--- config.mk ---
export PLATFORM = sky130hd
export DESIGN_NAME = pwm_dual_cmp_ch
export DESIGN_NICKNAME = d
export VERILOG_FILES = /design/src/rtl/pwm_ch_pkg.sv /design/src/rtl/pwm_ch_regs.sv /design/src/rtl/pwm_ch_match.sv /design/src/rtl/pwm_ch_out.sv /design/src/rtl/pwm_dual_cmp_ch.sv
export SDC_FILE = /design/constraint.sdc
export NUM_CORES = 1
export LEC_CHECK = 0
export ABC_CLOCK_PERIOD_IN_PS = 3200
export CAP_MARGIN = 10
export CORE_MARGIN = 5
export CORE_UTILIZATION = 56
export DETAILED_ROUTE_END_ITERATION = 6
export GPL_TIMING_DRIVEN = 0
export PLACE_DENSITY = 0.82
export SYNTH_ARGS = -nofsm -noshare
export SYNTH_HDL_FRONTEND = slang
export SYNTH_SLANG_ARGS = --single-unit
--- constraint.sdc ---
create_clock -name clk -period 3.2 [get_ports clk]
set_clock_uncertainty 0.15 [all_clocks]
set_input_delay 0.64 -clock clk [delete_from_list [all_inputs] [get_ports clk]]
set_output_delay 0.64 -clock clk [all_outputs]
set_load 0.02 [all_outputs]
--- src/rtl/pwm_ch_pkg.sv ---
package pwm_ch_pkg;

  // register select codes on the write port
  typedef enum logic [1:0] {
    SEL_SHADOW_SET = 2'd0,
    SEL_SHADOW_RST = 2'd1,
    SEL_CONFIG     = 2'd2,
    SEL_FLAG_CLR   = 2'd3
  } wr_sel_e;

  // compare slot indices
  localparam int unsigned SLOT_SET = 0;
  localparam int unsigned SLOT_RST = 1;
  localparam int unsigned N_SLOTS  = 2;

  typedef struct packed {
    logic rst_only_flag;  // data bit 1
    logic pol;            // data bit 0
  } chan_cfg_t;

endpackage

--- src/rtl/pwm_ch_regs.sv ---
module pwm_ch_regs
  import pwm_ch_pkg::*;
#(
  parameter int unsigned CNT_W = 8
) (
  input  logic                            clk,
  input  logic                            rst,
  input  logic                            cyc_start_i,
  input  logic                            wr_en_i,
  input  logic [1:0]                      wr_sel_i,
  input  logic [CNT_W-1:0]                wr_data_i,
  output logic [N_SLOTS-1:0][CNT_W-1:0]   active_o,
  output chan_cfg_t                       cfg_o,
  output logic                            flag_clr_o
);

  logic [N_SLOTS-1:0][CNT_W-1:0] shadow_q;
  logic [N_SLOTS-1:0][CNT_W-1:0] active_q;
  chan_cfg_t                     cfg_q;

  always_ff @(posedge clk) begin
    if (rst) begin
      shadow_q <= '0;
      active_q <= '0;
      cfg_q    <= '0;
    end else begin
      for (int unsigned s = 0; s < N_SLOTS; s++) begin
        if (wr_en_i && (wr_sel_i == 2'(s)))
          shadow_q[s] <= wr_data_i;
      end
      // transfer happens with the shadow contents held before this edge
      if (cyc_start_i)
        active_q <= shadow_q;
      if (wr_en_i && (wr_sel_i == SEL_CONFIG))
        cfg_q <= chan_cfg_t'(wr_data_i[1:0]);
    end
  end

  assign active_o   = active_q;
  assign cfg_o      = cfg_q;
  assign flag_clr_o = wr_en_i && (wr_sel_i == SEL_FLAG_CLR);

endmodule

--- src/rtl/pwm_ch_match.sv ---
module pwm_ch_match
  import pwm_ch_pkg::*;
#(
  parameter int unsigned CNT_W = 8
) (
  input  logic [CNT_W-1:0]              cnt_i,
  input  logic [N_SLOTS-1:0][CNT_W-1:0] active_i,
  output logic [N_SLOTS-1:0]            hit_o
);

  for (genvar g = 0; g < N_SLOTS; g++) begin : g_cmp
    assign hit_o[g] = (cnt_i == active_i[g]);
  end

endmodule

--- src/rtl/pwm_ch_out.sv ---
module pwm_ch_out
  import pwm_ch_pkg::*;
(
  input  logic               clk,
  input  logic               rst,
  input  logic [N_SLOTS-1:0] hit_i,
  input  chan_cfg_t          cfg_i,
  input  logic               out_dis_i,
  input  logic               flag_clr_i,
  output logic               lvl_o,
  output logic               pin_o,
  output logic               flag_o
);

  logic lvl_q, pin_q, flag_q;
  logic lvl_nxt, set_evt;

  always_comb begin
    // reset-compare has priority over set-compare
    if (hit_i[SLOT_RST])      lvl_nxt = ~cfg_i.pol;
    else if (hit_i[SLOT_SET]) lvl_nxt = cfg_i.pol;
    else                      lvl_nxt = lvl_q;
  end

  assign set_evt = hit_i[SLOT_RST] | (hit_i[SLOT_SET] & ~cfg_i.rst_only_flag);

  always_ff @(posedge clk) begin
    if (rst) begin
      lvl_q  <= 1'b1;  // polarity resets to 0, inactive level is 1
      pin_q  <= 1'b1;
      flag_q <= 1'b0;
    end else begin
      lvl_q  <= lvl_nxt;
      pin_q  <= out_dis_i ? ~cfg_i.pol : lvl_nxt;
      if (set_evt)         flag_q <= 1'b1;
      else if (flag_clr_i) flag_q <= 1'b0;
    end
  end

  assign lvl_o  = lvl_q;
  assign pin_o  = pin_q;
  assign flag_o = flag_q;

endmodule

--- src/rtl/pwm_dual_cmp_ch.sv ---
module pwm_dual_cmp_ch
  import pwm_ch_pkg::*;
#(
  parameter int unsigned CNT_W = 8
) (
  input  logic             clk,
  input  logic             rst,
  input  logic [CNT_W-1:0] cnt_i,
  input  logic             cyc_start_i,
  input  logic             wr_en_i,
  input  logic [1:0]       wr_sel_i,
  input  logic [CNT_W-1:0] wr_data_i,
  input  logic             out_dis_i,
  output logic             pin_o,
  output logic             flag_o
);

  logic [N_SLOTS-1:0][CNT_W-1:0] active;
  logic [N_SLOTS-1:0]            hit;
  chan_cfg_t                     cfg;
  logic                          flag_clr;
  logic                          lvl;

  pwm_ch_regs #(.CNT_W(CNT_W)) u_regs (
    .clk         (clk),
    .rst         (rst),
    .cyc_start_i (cyc_start_i),
    .wr_en_i     (wr_en_i),
    .wr_sel_i    (wr_sel_i),
    .wr_data_i   (wr_data_i),
    .active_o    (active),
    .cfg_o       (cfg),
    .flag_clr_o  (flag_clr)
  );

  pwm_ch_match #(.CNT_W(CNT_W)) u_match (
    .cnt_i    (cnt_i),
    .active_i (active),
    .hit_o    (hit)
  );

  pwm_ch_out u_out (
    .clk        (clk),
    .rst        (rst),
    .hit_i      (hit),
    .cfg_i      (cfg),
    .out_dis_i  (out_dis_i),
    .flag_clr_i (flag_clr),
    .lvl_o      (lvl),
    .pin_o      (pin_o),
    .flag_o     (flag_o)
  );

endmodule

; ---- Word level (Yosys, flattened, before mapping)
; Index checks and enable logic that the tools add are counted.
; W data, S select, Z words.
[totals]
output_inout_bits = 2
inputBits = 23
word_cells = 29
register_bits = 37
[classes]
n_bitwise = 4
n_eq_ne = 5
mux = 5
reduce_logical = 6
[ops]
columns = cell, n
row1 = $eq A8 B8 Y1, 2
row2 = $mux W1, 5
row3 = $eq A2 B2 Y1 const B, 2
row4 = $logic_and A1 B1 Y1, 4
row5 = $eq A2 B1 Y1 const B, 1
row6 = $logic_not A2 Y1, 1
row7 = $not A1 Y1, 2
row8 = $reduce_bool A2 Y1, 1
row9 = $and A1 B1 Y1, 1
row10 = $or A1 B1 Y1, 1

; ---- Logic depth before layout (Yosys ltp)
[depth]
ltp_word = 4
ltp_mapped = 5
depth_no_buf = 5

; ---- Modules after synthesis
; From an unflattened synthesis, not the netlist that was laid out.
[hier_totals]
hier_cells = 161
hier_area_um2 = 1647.8
[modules_own_cells]
columns = module, seq_area_each_um2, area_per_inst_um2, cells_each, n_inst
row1 = pwm_ch_regs, 680.7, 1342.5, 124, 1
row2 = pwm_ch_match, 0.0, 172.7, 22, 1
row3 = pwm_ch_out, 60.1, 132.6, 15, 1

; ---- Worst setup path before layout
; No wires, ideal clock.
[synth_path]
kind = input to register
start = input cnt_i[1]
end = register u_out.lvl_q (netlist: u_out.lvl_o)
t_required_ns = 2.923
path_buffers = 0
slack_ns = 1.349
t_arrival_ns = 1.574
setup_time_ns = 0.127
cell_stages = 5
cell_sequence = xor2_1 -> nor4_4 -> nand2_2 -> o211a_1 -> or3_1
[synth_between]
elab_chain_cells = 3
word_cells_on_any_way = 4
classes_between = eq/ne (2) / mux (2)
[synth_rtl]
columns = item, line_no
row1 = from (decl), pwm_dual_cmp_ch.sv:8  ; input logic [CNT_W-1:0] cnt_i,
row2 = $eq A8 B8 Y1, pwm_ch_match.sv:12  ; assign hit_o[g] = (cnt_i == active_i[g]);
row3 = $mux W1, pwm_ch_out.sv:21  ; else if (hit_i[SLOT_SET]) lvl_nxt = cfg_i.pol;
row4 = $mux W1 (*), pwm_ch_out.sv:20  ; if (hit_i[SLOT_RST]) lvl_nxt = ~cfg_i.pol;
row5 = to (signal assigned), pwm_ch_out.sv:33  ; lvl_q <= lvl_nxt;
row6 = to (decl), pwm_ch_out.sv:15  ; logic lvl_q, pin_q, flag_q;
; Every way passes the cells marked *; elsewhere a longest branch is shown, timed or not.
; A chain may end at the register's enable or synchronous reset.

; ---- Worst setup path after layout
[layout_path]
start = register u_out.flag_q (netlist: u_out.flag_o)
end = output flag_o
[layout_lines]
columns = item, line_no
row1 = from (decl), pwm_ch_out.sv:15
row2 = from (signal assigned), pwm_ch_out.sv:31  ; flag_q <= 1'b0;
row3 = from (signal assigned), pwm_ch_out.sv:35  ; if (set_evt) flag_q <= 1'b1;
row4 = from (signal assigned), pwm_ch_out.sv:36  ; else if (flag_clr_i) flag_q <= 1'b0;
row5 = to (decl), pwm_dual_cmp_ch.sv:15  ; output logic flag_o
; No word-level cell between the ends.

==> results.cfg <==
[outcome]
outcome = complete, no violations

[synthesis]
post_synth_instance_area_um2 = 1550
netlist_top_cells_area = sky130_fd_sc_hd__dfxtp_1, sky130_fd_sc_hd__mux2i_1, sky130_fd_sc_hd__nor2_1, sky130_fd_sc_hd__xnor2_1, sky130_fd_sc_hd__xor2_1
synth.largest_area_cell = sky130_fd_sc_hd__dfxtp_1
ys_async_sr_fraction_pct = 0
synth.net_count = 176
post-synth-top-area-fraction_pct = 47.7
netlist_instances = 153
synth-main-ff-cell = sky130_fd_sc_hd__dfxtp_1
synth_edf_count = 0
synth.yosys.warnings = 0
yosys.cell_types.count = 25
postSynthRegisterBits = 37
synth.most_common_cell = sky130_fd_sc_hd__dfxtp_1
synth.top_cells.by_count = sky130_fd_sc_hd__dfxtp_1, sky130_fd_sc_hd__nor2_1, sky130_fd_sc_hd__mux2i_1
mean_post_synth_cell_area_um2 = 10.1
ys_seq_area_share_pct = 47.7

[cts]
cts_tree = done
post_cts_setup_driven_buffer_insertion_count = 0
clock-root-buffer = sky130_fd_sc_hd__clkbuf_4
cts.repair.resized = 0
clock_sink_count = 37
cts_made_buffers = 5
htree_levels = 2
ctsHoldBuffers = 0
insertion_delay_ps = 340
clkSlewWorstSetupHoldPaths_ps = 110
cts-root-to-sink-buffers = 2

[grt]
first_global_vias = 1141
grt_remaining_overflow = 0
grtUsageTotal_pct = 17.6
grt_start_max_net_pins = 12
antenna_found_initial = 0
first_pass_grt_wire_length_mm = 5.41

[placement]
place.port_buffers = 23
gp_routability_congestion = 0.796
hpwlAfterDp_mm = 2.43

[power]
peakVddDrop_v = 0.000518
power_density_nw_per_um2 = 478
total_leakage_power_nw = 0.829
power.total_mw = 0.912

[route]
wire_per_inst_um = 15.0
vias_per_cell = 5.33
detailroute.via_count = 1145
first_iter_violations = 80
wirelength_mm = 3.22
ant_nets = 0
drt_pre_antenna_iters = 4
remaining_drc_errors = 0

[worst_setup_path]
cp.arrival_ps = 1280
critPathMaxFanout = 2
crit_path_end_kind = output port
timing.setup.critical_path_class = reg2out
worstSetupStartpoint = u_out.flag_o
cp_num_buf_inv = 1
worst_ep_required_time_ps = 2410
cpMaxStageDelayCell = sky130_fd_sc_hd__clkdlybuf4s50_1
crit_path_max_incr_delay_ps = 600
critical_path.top_delay_family = buffers and inverters
crit_path_cell_trace = clkdlybuf4s50_1
timing.critical_path.from_type = flop
crit-reg2reg-launch = u_regs.active_o[13]

[floorplanning]
effective_utilization_at_floorplan_pct = 57.2
die_area_um2 = 3920
placeable_core_area_um2 = 2710
die_w_um = 62.6
floorplan.die.height_um = 62.6
design.portCount = 25
placement_rows = 19

[sta]
final.period_utilization_pct = 64.8
timing_hold_violations_final = 0
final_setup_violations = 0
max_clock_freq_mhz = 482
worst_pin_slew_ps = 487
grt_setup_unrepaired = false
post-route-min-period_ps = 2070
finalSetupTns_ps = 0
report.final.slew_viol_count = 0
tightest_slew_margin_relative_to_the_limit_pct = 67.5

[cells_and_area]
antenna_cells = 0
drive_gt1_share_pct = 7.61
syn_to_final_growth_pct = 22.8
fin_nets = 206

[flow_run]
drv.max_cap_violation_count = 0

[hold_path]
min_path_type = reg2reg
worst_hold_startpoint = u_regs.cfg_o[1]
-- worst min-delay path: stages (launching register included) --
cell and delay, ps:
sky130_fd_sc_hd__dfxtp_1 340, sky130_fd_sc_hd__mux2i_1 70, sky130_fd_sc_hd__nor2_1 70
-- cells in the final DEF, fill, tap and decap left out, drive strengths merged --
cell           Yosys  routed
nor2              36      36
clkbuf             4      11
nor2b              1       1
o211a              1       1
nand4              2       2
buf                4       4
o211ai             1       1
dfxtp             37      37
a21oi              1       1
xor2               8       8
or3                2       2
bufinv             0       1
inv                2       2
nor3b              1       1
mux2i             34      34
nor4               2       2
nand2              2       2
xnor2              8       8
o2111ai            1       1
a31oi              1       1
nand3              1       1
clkdlybuf4s50      0      23
o21ai              1       1
nand3b             2       2
a21boi             1       1
-- path summary, 6_finish.rpt --
kind	endpoint	slack, ps	cells past startpoint
worst min-delay path	u_regs.cfg_o[1]	360	2
worst max register to register	u_out.lvl_o	1590	5
worst max-delay path	flag_o	1130	1
worst min register to register	u_regs.cfg_o[1]	360	2
-- metal layers --
| metal | track usage [%] | vias to the layer above | share of wire, % |
|---|---|---|---|
| li1 | - | 579 | - |
| met2 | 30.2 | 23 | 53 |
| met1 | 19.8 | 535 | 41 |
| met3 | 5.40 | 8 | 4.9 |
| met4 | 7.69 | 0 | 1.8 |
| met5 | 0 | - | 0 |
-- kinds of logic (layout without fill, tap and decap cells) --
family          count (synthesis)  after routing  share of synthesized area [%]
xor+xnor                       16             16                           9.03
compound gates                  7              7                           3.23
mux                            34             34                           21.9
flops                          37             37                           47.7
buf+inv                        10             41                           2.74
simple gates                   49             49                           15.3
-- report_power, final --
part	total [mW]	switching [mW]	internal (mW)
Clock	0.333	0.146	0.187
Combinational	0.0989	0.0463	0.0526
Sequential	0.480	0.00751	0.472
Total	0.912	0.200	0.712
-- through the flow --
step | cells | hold WS, ps | instance area (um2) | util, % | worst slack (ps)
after floorplan | 153 | 307 | 1550 | - | 1350
after global placement | 207 | 324 | 1820 | 67.2 | 796
after detailed placement | 207 | 333 | 1820 | 67.2 | 786
after CTS | 215 | 359 | 1910 | 70.3 | 1110
after global routing | 215 | 393 | 1910 | 70.3 | 1070
final | 215 | 359 | 1910 | 70.3 | 1130
-- sequential cells by signal, summed over array words and instances (netlist names) --
register and flops:
u_regs.shadow_q 16, u_out.pin_o 1, u_regs.cfg_o 2, u_out.flag_o 1, u_regs.active_o 16, u_out.lvl_o 1
-- cell type report --
| type | instances | area, um2 |
|---|---|---|
| fillers | 204 | 805 |
| multi-input cells | 106 | 768 |
| flip-flops and latches | 37 | 741 |
| repair buffers | 23 | 230 |
| clock buffers | 7 | 55.1 |
| well taps | 31 | 38.8 |
| plain buffers | 8 | 35.0 |
| clock inverters | 1 | 30.0 |
| inverters | 2 | 7.51 |
Power figures use the tool's default switching activity.
